## src/rtl/rfser_pkg.sv

```systemverilog
package rfser_pkg;
  localparam int RA_W    = 8;
  localparam int RD_W    = 20;
  localparam int FRAME_W = 1 + RA_W + RD_W;
  localparam int OUT_RD  = 1 + RA_W;

  // Frame image for a command word: reads drive zeros in the value field.
  function automatic logic [FRAME_W-1:0] frame_of(input logic [FRAME_W-1:0] w);
    if (w[FRAME_W-1]) return {1'b1, w[FRAME_W-2 -: RA_W], {RD_W{1'b0}}};
    return w;
  endfunction

  function automatic int cmd_slot(input int p);
    return p;
  endfunction

  function automatic int shadow_slot(input int np, input int p);
    return np + p;
  endfunction

  function automatic int status_slot(input int np);
    return 2 * np;
  endfunction
endpackage

```

## src/rtl/rfser_link.sv

```systemverilog
module rfser_link
  import rfser_pkg::*;
#(
  parameter int DIV = 8
) (
  input  logic               clk,
  input  logic               rst_n,
  input  logic               start,
  input  logic [FRAME_W-1:0] start_word,
  input  logic               sdi,
  output logic               sclk,
  output logic               sdo,
  output logic               sen,
  output logic               busy,
  output logic               frame_done,
  output logic               frame_read,
  output logic [RD_W-1:0]    shadow
);
  localparam int HALF = DIV / 2;
  localparam int CW   = (DIV > 2) ? $clog2(DIV) : 1;
  localparam int BW   = $clog2(FRAME_W + 1);

  logic               active;
  logic [CW-1:0]      div_cnt;
  logic [BW-1:0]      bit_cnt;
  logic [FRAME_W-1:0] shreg;
  logic               rd_q;
  logic [RD_W-1:0]    cap;
  logic [RD_W-1:0]    shadow_q;

  logic bit_end, last_bit, cap_en;

  assign bit_end  = active && (div_cnt == CW'(DIV - 1));
  assign last_bit = (bit_cnt == BW'(FRAME_W - 1));
  assign cap_en   = active && rd_q && (div_cnt == CW'(HALF)) && (bit_cnt >= BW'(OUT_RD));

  always_ff @(posedge clk) begin
    if (!rst_n) begin
      active  <= 1'b0;
      div_cnt <= '0;
      bit_cnt <= '0;
      shreg   <= '0;
      rd_q    <= 1'b0;
      cap     <= '0;
    end else if (start && !active) begin
      active  <= 1'b1;
      div_cnt <= '0;
      bit_cnt <= '0;
      shreg   <= frame_of(start_word);
      rd_q    <= start_word[FRAME_W-1];
      cap     <= '0;
    end else if (active) begin
      if (cap_en) cap <= {cap[RD_W-2:0], sdi};
      if (bit_end) begin
        div_cnt <= '0;
        shreg   <= {shreg[FRAME_W-2:0], 1'b0};
        bit_cnt <= bit_cnt + 1'b1;
        if (last_bit) active <= 1'b0;
      end else begin
        div_cnt <= div_cnt + 1'b1;
      end
    end
  end

  always_ff @(posedge clk) begin
    if (!rst_n)                          shadow_q <= '0;
    else if (bit_end && last_bit && rd_q) shadow_q <= cap;
  end

  assign sclk       = active && (div_cnt >= CW'(HALF));
  assign sdo        = active && shreg[FRAME_W-1];
  assign sen        = active;
  assign busy       = active;
  assign frame_done = bit_end && last_bit;
  assign frame_read = rd_q;
  assign shadow     = shadow_q;
endmodule

```

## src/rtl/rfser_bus.sv

```systemverilog
module rfser_bus
  import rfser_pkg::*;
#(
  parameter int NPATH = 2,
  parameter int AW    = 3
) (
  input  logic                       bus_wr,
  input  logic                       bus_rd,
  input  logic [AW-1:0]              bus_addr,
  input  logic [NPATH-1:0]           busy,
  input  logic [NPATH-1:0][RD_W-1:0] shadow,
  output logic [NPATH-1:0]           start,
  output logic                       bus_wait,
  output logic [31:0]                bus_rdata
);
  logic [NPATH-1:0] hit, stall;

  for (genvar p = 0; p < NPATH; p++) begin : g_dec
    assign hit[p]   = bus_wr && (bus_addr == AW'(cmd_slot(p)));
    assign start[p] = hit[p] && !busy[p];
    assign stall[p] = hit[p] && busy[p];
  end

  assign bus_wait = |stall;

  always_comb begin
    bus_rdata = '0;
    if (bus_rd) begin
      for (int p = 0; p < NPATH; p++)
        if (bus_addr == AW'(shadow_slot(NPATH, p))) bus_rdata = 32'(shadow[p]);
      if (bus_addr == AW'(status_slot(NPATH))) bus_rdata = 32'(busy);
    end
  end
endmodule

```

## src/rtl/rfser_writer.sv

```systemverilog
module rfser_writer
  import rfser_pkg::*;
#(
  parameter int NPATH = 2,
  parameter int DIV   = 8,
  localparam int AW   = $clog2(2 * NPATH + 1)
) (
  input  logic               clk,
  input  logic               rst_n,
  input  logic               bus_wr,
  input  logic               bus_rd,
  input  logic [AW-1:0]      bus_addr,
  input  logic [FRAME_W-1:0] bus_wdata,
  output logic [31:0]        bus_rdata,
  output logic               bus_wait,
  output logic [NPATH-1:0]   rf_sclk,
  output logic [NPATH-1:0]   rf_sdo,
  output logic [NPATH-1:0]   rf_sen,
  input  logic [NPATH-1:0]   rf_sdi
);
  logic [NPATH-1:0]           link_start;
  logic [NPATH-1:0]           link_busy;
  logic [NPATH-1:0]           link_done;
  logic [NPATH-1:0]           link_read;
  logic [NPATH-1:0][RD_W-1:0] shadow;

  rfser_bus #(.NPATH(NPATH), .AW(AW)) u_bus (
    .bus_wr   (bus_wr),
    .bus_rd   (bus_rd),
    .bus_addr (bus_addr),
    .busy     (link_busy),
    .shadow   (shadow),
    .start    (link_start),
    .bus_wait (bus_wait),
    .bus_rdata(bus_rdata)
  );

  for (genvar p = 0; p < NPATH; p++) begin : g_path
    rfser_link #(.DIV(DIV)) u_link (
      .clk       (clk),
      .rst_n     (rst_n),
      .start     (link_start[p]),
      .start_word(bus_wdata),
      .sdi       (rf_sdi[p]),
      .sclk      (rf_sclk[p]),
      .sdo       (rf_sdo[p]),
      .sen       (rf_sen[p]),
      .busy      (link_busy[p]),
      .frame_done(link_done[p]),
      .frame_read(link_read[p]),
      .shadow    (shadow[p])
    );
  end
endmodule

```

## config.mk

```make
export PLATFORM = sky130hd
export DESIGN_NAME = rfser_writer
export DESIGN_NICKNAME = d
export VERILOG_FILES = /design/src/rtl/rfser_pkg.sv /design/src/rtl/rfser_link.sv /design/src/rtl/rfser_bus.sv /design/src/rtl/rfser_writer.sv
export SDC_FILE = /design/constraint.sdc
export NUM_CORES = 1
export LEC_CHECK = 0
export ABC_AREA = 1
export BUFFER_PORTS_ARGS = -buffer_cell sky130_fd_sc_hd__buf_2
export CORE_MARGIN = 4
export CORE_UTILIZATION = 30
export DETAILED_ROUTE_END_ITERATION = 12
export MAX_ROUTING_LAYER = met4
export PLACE_DENSITY = 0.53
export RECOVER_POWER = 25
export SLEW_MARGIN = 40
export SYNTH_ARGS = -nofsm -noshare
export SYNTH_HDL_FRONTEND = slang
export SYNTH_HIERARCHICAL = 1
export SYNTH_SLANG_ARGS = --single-unit
```

## constraint.sdc

```tcl
create_clock -name clk -period 1.9 [get_ports clk]
set_clock_uncertainty 0.2 [all_clocks]
set_input_delay 0.095 -clock clk [delete_from_list [all_inputs] [get_ports clk]]
set_output_delay 0.095 -clock clk [all_outputs]
set_load 0.01 [all_outputs]
```

Yosys cells after proc, flatten, opt, wreduce, memory -nomap -nowiden
Cells that the tools add are included. W data, S select, Z words.

Add/sub/neg operators: 4. Order comparisons: 4. Equal/unequal tests: 10. Muxes and demuxes: 28. Bitwise operators: 1. Reduce and logical (&&, ||, !) cells: 40.

Operators with widths (count): $mux W29 (9); $mux W20 (3); $mux W32 (1); $logic_and A1 B1 Y1 (24); $eq A3 B3 Y1 const B (5); $mux W1 (13); $reduce_and A2 Y1 (6); $add A5 B1 Y5 const B (2); $eq A5 B5 Y1 const B (2); $ge A5 B4 Y1 const B (2); $reduce_bool A2 Y1 (4); $add A3 B1 Y3 const B (2); $eq A3 B2 Y1 const B (2); $ge A3 B3 Y1 const B (2); $mux W3 (2); $reduce_or A2 Y1 (3); $eq A3 B1 Y1 const B (1); $logic_not A3 Y1 (1); $logic_not A1 Y1 (2); $not A1 Y1 (1).

Flip-flop bits (word level): 158. Input port bits: 38. Output and inout port bits: 39. Word-level logic and storage cells: 101.

Depth between registers and ports, before layout
Word-level depth: 8. Mapped depth: 11. Depth with buffers taken out: 10.

Modules after synthesis
The synthesis kept the hierarchy.

Modules (own cells, without submodules): rfser_link at g_path[1].u_link (instances 1, cells each 468, area an instance 3465.8 µm², seq. area each 1581.5 µm²); rfser_link at g_path[0].u_link (instances 1, cells each 426, area an instance 3354.5 µm², seq. area each 1581.5 µm²); rfser_bus (instances 1, cells each 103, area an instance 554.3 µm², seq. area each 0.0 µm²).

Worst setup path after synthesis
Ideal clock, no wire load.

Path type: reg-to-reg. From: register g_path[1].u_link.div_cnt[0]. To: register g_path[1].u_link.shreg[26]. Library setup time: 0.122 ns. Arrival: 1.325 ns. Data required time: 1.578 ns. Path slack: 0.253 ns. Cell stages (with the launch flop): 9. Buffers on the path: 2. Clock period less this slack: 1.647 ns. Path through: dfxtp_1 > ha_1 > ha_1 > nand2_4 > nand2_2 > buf_6 > buf_4 > o21ai_1 > a21oi_1.

Cells in the longest elaborated chain, start to end: 4.

Ends and longest elaborated chain: start: declaration (RTL line rfser_link.sv:24) `logic [CW-1:0] div_cnt;`; start signal: assignment (RTL line rfser_link.sv:60) `div_cnt <= div_cnt + 1'b1;`; $eq A3 B3 Y1 (RTL line rfser_link.sv:33) `assign bit_end = active && (div_cnt == CW'(DIV - 1));`; $logic_and A1 B1 Y1 (RTL line rfser_link.sv:33); $reduce_bool A2 Y1 (no source line); $reduce_and A2 Y1 (no source line); end signal: assignment (RTL line rfser_link.sv:49) `shreg <= frame_of(start_word);`; end signal: assignment (RTL line rfser_link.sv:56) `shreg <= {shreg[FRAME_W-2:0], 1'b0};`; end: declaration (RTL line rfser_link.sv:26) `logic [FRAME_W-1:0] shreg;`.

No other way between the ends. A chain may end at the register's enable or synchronous reset.

Worst setup path in the final report
From: register g_path[1].u_link.div_cnt[0]. To: register g_path[1].u_link.shadow_q[5].

Cells in the longest elaborated chain, start to end: 4.

Ends and longest elaborated chain: $eq A3 B3 Y1 (RTL line rfser_link.sv:33); $logic_and A1 B1 Y1 (RTL line rfser_link.sv:33); $logic_and A1 B1 Y1 (2 in series) (RTL line rfser_link.sv:67) `else if (bit_end && last_bit && rd_q) shadow_q <= cap;`; end signal: assignment (RTL line rfser_link.sv:67); end: declaration (RTL line rfser_link.sv:29) `logic [RD_W-1:0] shadow_q;`.

No other way between the ends.

==> results.md <==
* End of the worst register-to-register path: g_path[1].u_link/shadow[5]
* Clock H-tree levels at 4
* Number of post-CTS setup repair buffers at 0
* Average vias per placed instance at 4.70
* Number of inserted filler cells in the final layout at 2,599
* Num rows at 57
* Initial antenna violation count at 0
* Clock insertion delay at the later pin of the skew report at 0.43 ns
* Commonest non-fill, non-tap cell in the layout: sky130_fd_sc_hd__dfxtp_1
* Maximum number of pins on one net before global-route repair at 57
* Mean instance size in the synthesized netlist at 7.40 um2
* Power per Cell Area at 826 nW/um2
* Final standard cell utilization of the core at 0.366
* Routed wire length at 18,000 um
* ANT cells at 0
* Number of flops mapped to enable cells by yosys at 0
* Pleak at 3.47 nW
* Remaining number of nets flagged by the antenna check after routing at 0
* Post-Route Hold Slack at 0.0613 ns
* Clock-pin slew on the worst setup and hold paths at 0.06 ns
* Total CTS buffers at 17
* Number of buffer cells added on primary ports at 64
* Total congestion overflow after global routing at 0
* Minimum period implied by the final worst setup slack at 1.76 ns
* TritonCTS clock tree: built
* Last weighted congestion value of the routability-driven placer at 0.787
* Sum of negative setup slack at 0 ns
* Nets at 1,123
* Max frequency at 568 MHz
* IR drop worst, VDD at 0.000464 V
* Critical path, cell by cell: ha_1 > ha_1 > nand2_4 > clkinv_2 > nand2_2 > nor2_2 > nand2_2 > buf_12 > nand2_1 > nand2_1 > nor2_1
* Global-route wire length before repair at 30,000 um
* Worst path max stage delay at 0.34 ns
* Multi-input logic area at 3330 um2
* Most frequent cells in the layout: sky130_fd_sc_hd__dfxtp_1 (156), sky130_fd_sc_hd__nand2_1 (153), sky130_fd_sc_hd__a21oi_1 (151)
* Hold worst-path end: g_path[0].u_link/busy
* Via Count at 6,622
* Max-capacitance violation count at 0
* Root cell of the clock tree: sky130_fd_sc_hd__clkbuf_16
* Share of the cycle needed by the critical path after routing at 0.927
* Critical-path maximum fanout at 20
* HPWL after detailed placement at 12,100 um
* Overall die area at 27,200 um2
* First drt pass iteration count at 4
* Final setup fails at 0
* WP data arrival at 1.88 ns
* Number of synthesized register bits at 158
* Chip height at 165 um
* Clk buf depth at 2
* Number of distinct library cell variants in the gate-level netlist after synthesis at 33
* Startpoint-to-endpoint class of the critical path: reg -> reg
* Number of stages on the worst hold path at 6
* Effective utilization at floorplan at 0.304
* Post-detailed-route wirelength per cell at 12.8 um
* Flop-to-flop setup slack at 0.14 ns
* Measured slew at the worst slew-check pin at 0.695 ns
* Number of warnings printed during yosys synthesis at 6
* Cell with the largest stage delay on the worst path: sky130_fd_sc_hd__dfxtp_2
* Layout overhead on the synthesized area at 20.3%
* Initial DRC count at 494
* CP Data Required Time at 2.02 ns
* Minimum setup slack in the final design at 0.138 ns
* Num ports at 77
* Worst hold path startpoint: bus_addr[0]
* Final hold violation count at 0
* Total Routing Usage GR at 0.139
* Number of cells traversed by the worst register-to-register path at 11
* HP Class: in -> reg
* CORE AREA at 24,200 um2
* Category of the worst setup path launch point: flip-flop
* Crit end category: flip-flop
* Gate Count Post-Synth at 997
* Setup Slack @ Placement at 0.0842 ns
* Storage element area at 3170 um2
* Vias in the first global route at 6,006
* TritonCTS sink count at 158
* Mapped cell area at 7370 um2
* Most common flop cell mapped by yosys: sky130_fd_sc_hd__dfxtp_1
* Ratio of cells with drive above 1 in the final layout at 0.125
* Final slew viol count at 0
* Sequential fraction of the synthesis area at 0.429
* RSZ-0062 raised after global routing: no
* Residual DRC count at 0
* Status: completed
* Chip width at 165 um
* Reg2Reg Launch Point: g_path[1].u_link/div_cnt[0]
* Asr flop ratio synth at 0
* Relative max-transition margin at 0.536
[synth_stat cells (3+ instances only)]
library cell	count	area, um2
sky130_fd_sc_hd__dfxtp_1	158	3160
sky130_fd_sc_hd__a21oi_1	151	756
sky130_fd_sc_hd__nand2_1	151	567
sky130_fd_sc_hd__nor2_1	97	364
sky130_fd_sc_hd__inv_1	87	327
sky130_fd_sc_hd__nand3_1	76	380
sky130_fd_sc_hd__o21ai_0	48	240
sky130_fd_sc_hd__a22oi_1	38	285
sky130_fd_sc_hd__buf_2	38	190
sky130_fd_sc_hd__nand4_1	22	138
sky130_fd_sc_hd__buf_4	20	150
sky130_fd_sc_hd__o21ai_1	17	85.1
sky130_fd_sc_hd__o22ai_1	16	100
sky130_fd_sc_hd__buf_6	13	146
sky130_fd_sc_hd__ha_1	12	150
sky130_fd_sc_hd__clkbuf_1	10	37.5
sky130_fd_sc_hd__inv_2	7	26.3
sky130_fd_sc_hd__nand2_2	7	43.8
sky130_fd_sc_hd__nand2_4	4	45.0
sky130_fd_sc_hd__buf_1	3	11.3
sky130_fd_sc_hd__nor2_4	3	33.8
[layer usage]
metal / global-route usage / vias up / part of all wire
met4: 0.0397 / 0 / 0.0099
met3: 0.0304 / 14 / 0.057
li1: - / 3447 / -
met1: 0.195 / 3027 / 0.50
met2: 0.201 / 134 / 0.44
met5: - / - / 0
[stage by stage]
step | instances | total power, mW | cell area [um2]
after global routing | 1410 | 7.59 | 8870
after global placement | 1346 | 3.83 | 7980
after floorplan | 1008 | 3.72 | 7420
after detailed placement | 1346 | 3.83 | 7980
after CTS | 1410 | 7.42 | 8900
final | 1410 | 7.32 | 8870
[power by group]
part	switching (mW)	total [mW]	leakage, nW	internal (mW)
Clock	1.49	3.52	0.288	2.04
Sequential	0.0261	3.38	1.28	3.36
Combinational	0.245	0.416	1.91	0.171
Total	1.76	7.32	3.47	5.56
[cell families after synthesis]
group / share of synthesized area
fa+ha+maj: 0.0204
simple gates: 0.221
xor+xnor: 0.00119
buf+inv: 0.125
flops: 0.429
compound gates: 0.203
other cells: 0.000509
[timing repair]
action | 4_1_cts | 5_1_grt
gates resized for setup | 0 | 7
hold buffers | 32 | 0
hold endpoints to repair | 71 | 0
setup endpoints to repair | 0 | 26
[flip-flops by register name, indices dropped and copies added, names as in the netlist]
name	flops
g_path.u_link/bit_cnt	10
g_path.u_link/busy	2
g_path.u_link/cap	40
g_path.u_link/div_cnt	6
g_path.u_link/frame_read	2
g_path.u_link/shadow	40
g_path.u_link/shreg	58
[how the worst max path moves through the flow]
stage,start,endpoint,slack [ns],cells past startpoint
4_1_cts,g_path[0].u_link/div_cnt[0],g_path[0].u_link/shadow[15],0.06,8
3_5_place_dp,g_path[0].u_link/div_cnt[0],g_path[0].u_link/shadow[15],0.08,8
6_report,g_path[1].u_link/div_cnt[0],g_path[1].u_link/shadow[5],0.14,11
5_1_grt,g_path[1].u_link/busy,g_path[1].u_link/bit_cnt[1],0.01,6
2_1_floorplan,g_path[1].u_link/div_cnt[0],g_path[1].u_link/shreg[26],0.25,8
3_3_place_gp,bus_wr,g_path[1].u_link/bit_cnt[1],0.1,11
[area by class of cell]
class,instances,share of cell area
Sequential cell,158,0.357
Tap cell,324,0.0457
Multi-Input combinational cell,666,0.376
Clock inverter,13,0.0172
Timing Repair Buffer,132,0.111
Inverter,98,0.0426
Clock buffer,19,0.0511
[worst max-delay path, delay by kind of cell, from the launching register on]
family                     cells  cell delay, ns
adders and majority gates      2            0.41
buffers and inverters          2            0.25
DFF                            1            0.34
and+or+nand+nor                7            0.46
Note: power is estimated with default switching activity, not from simulation.
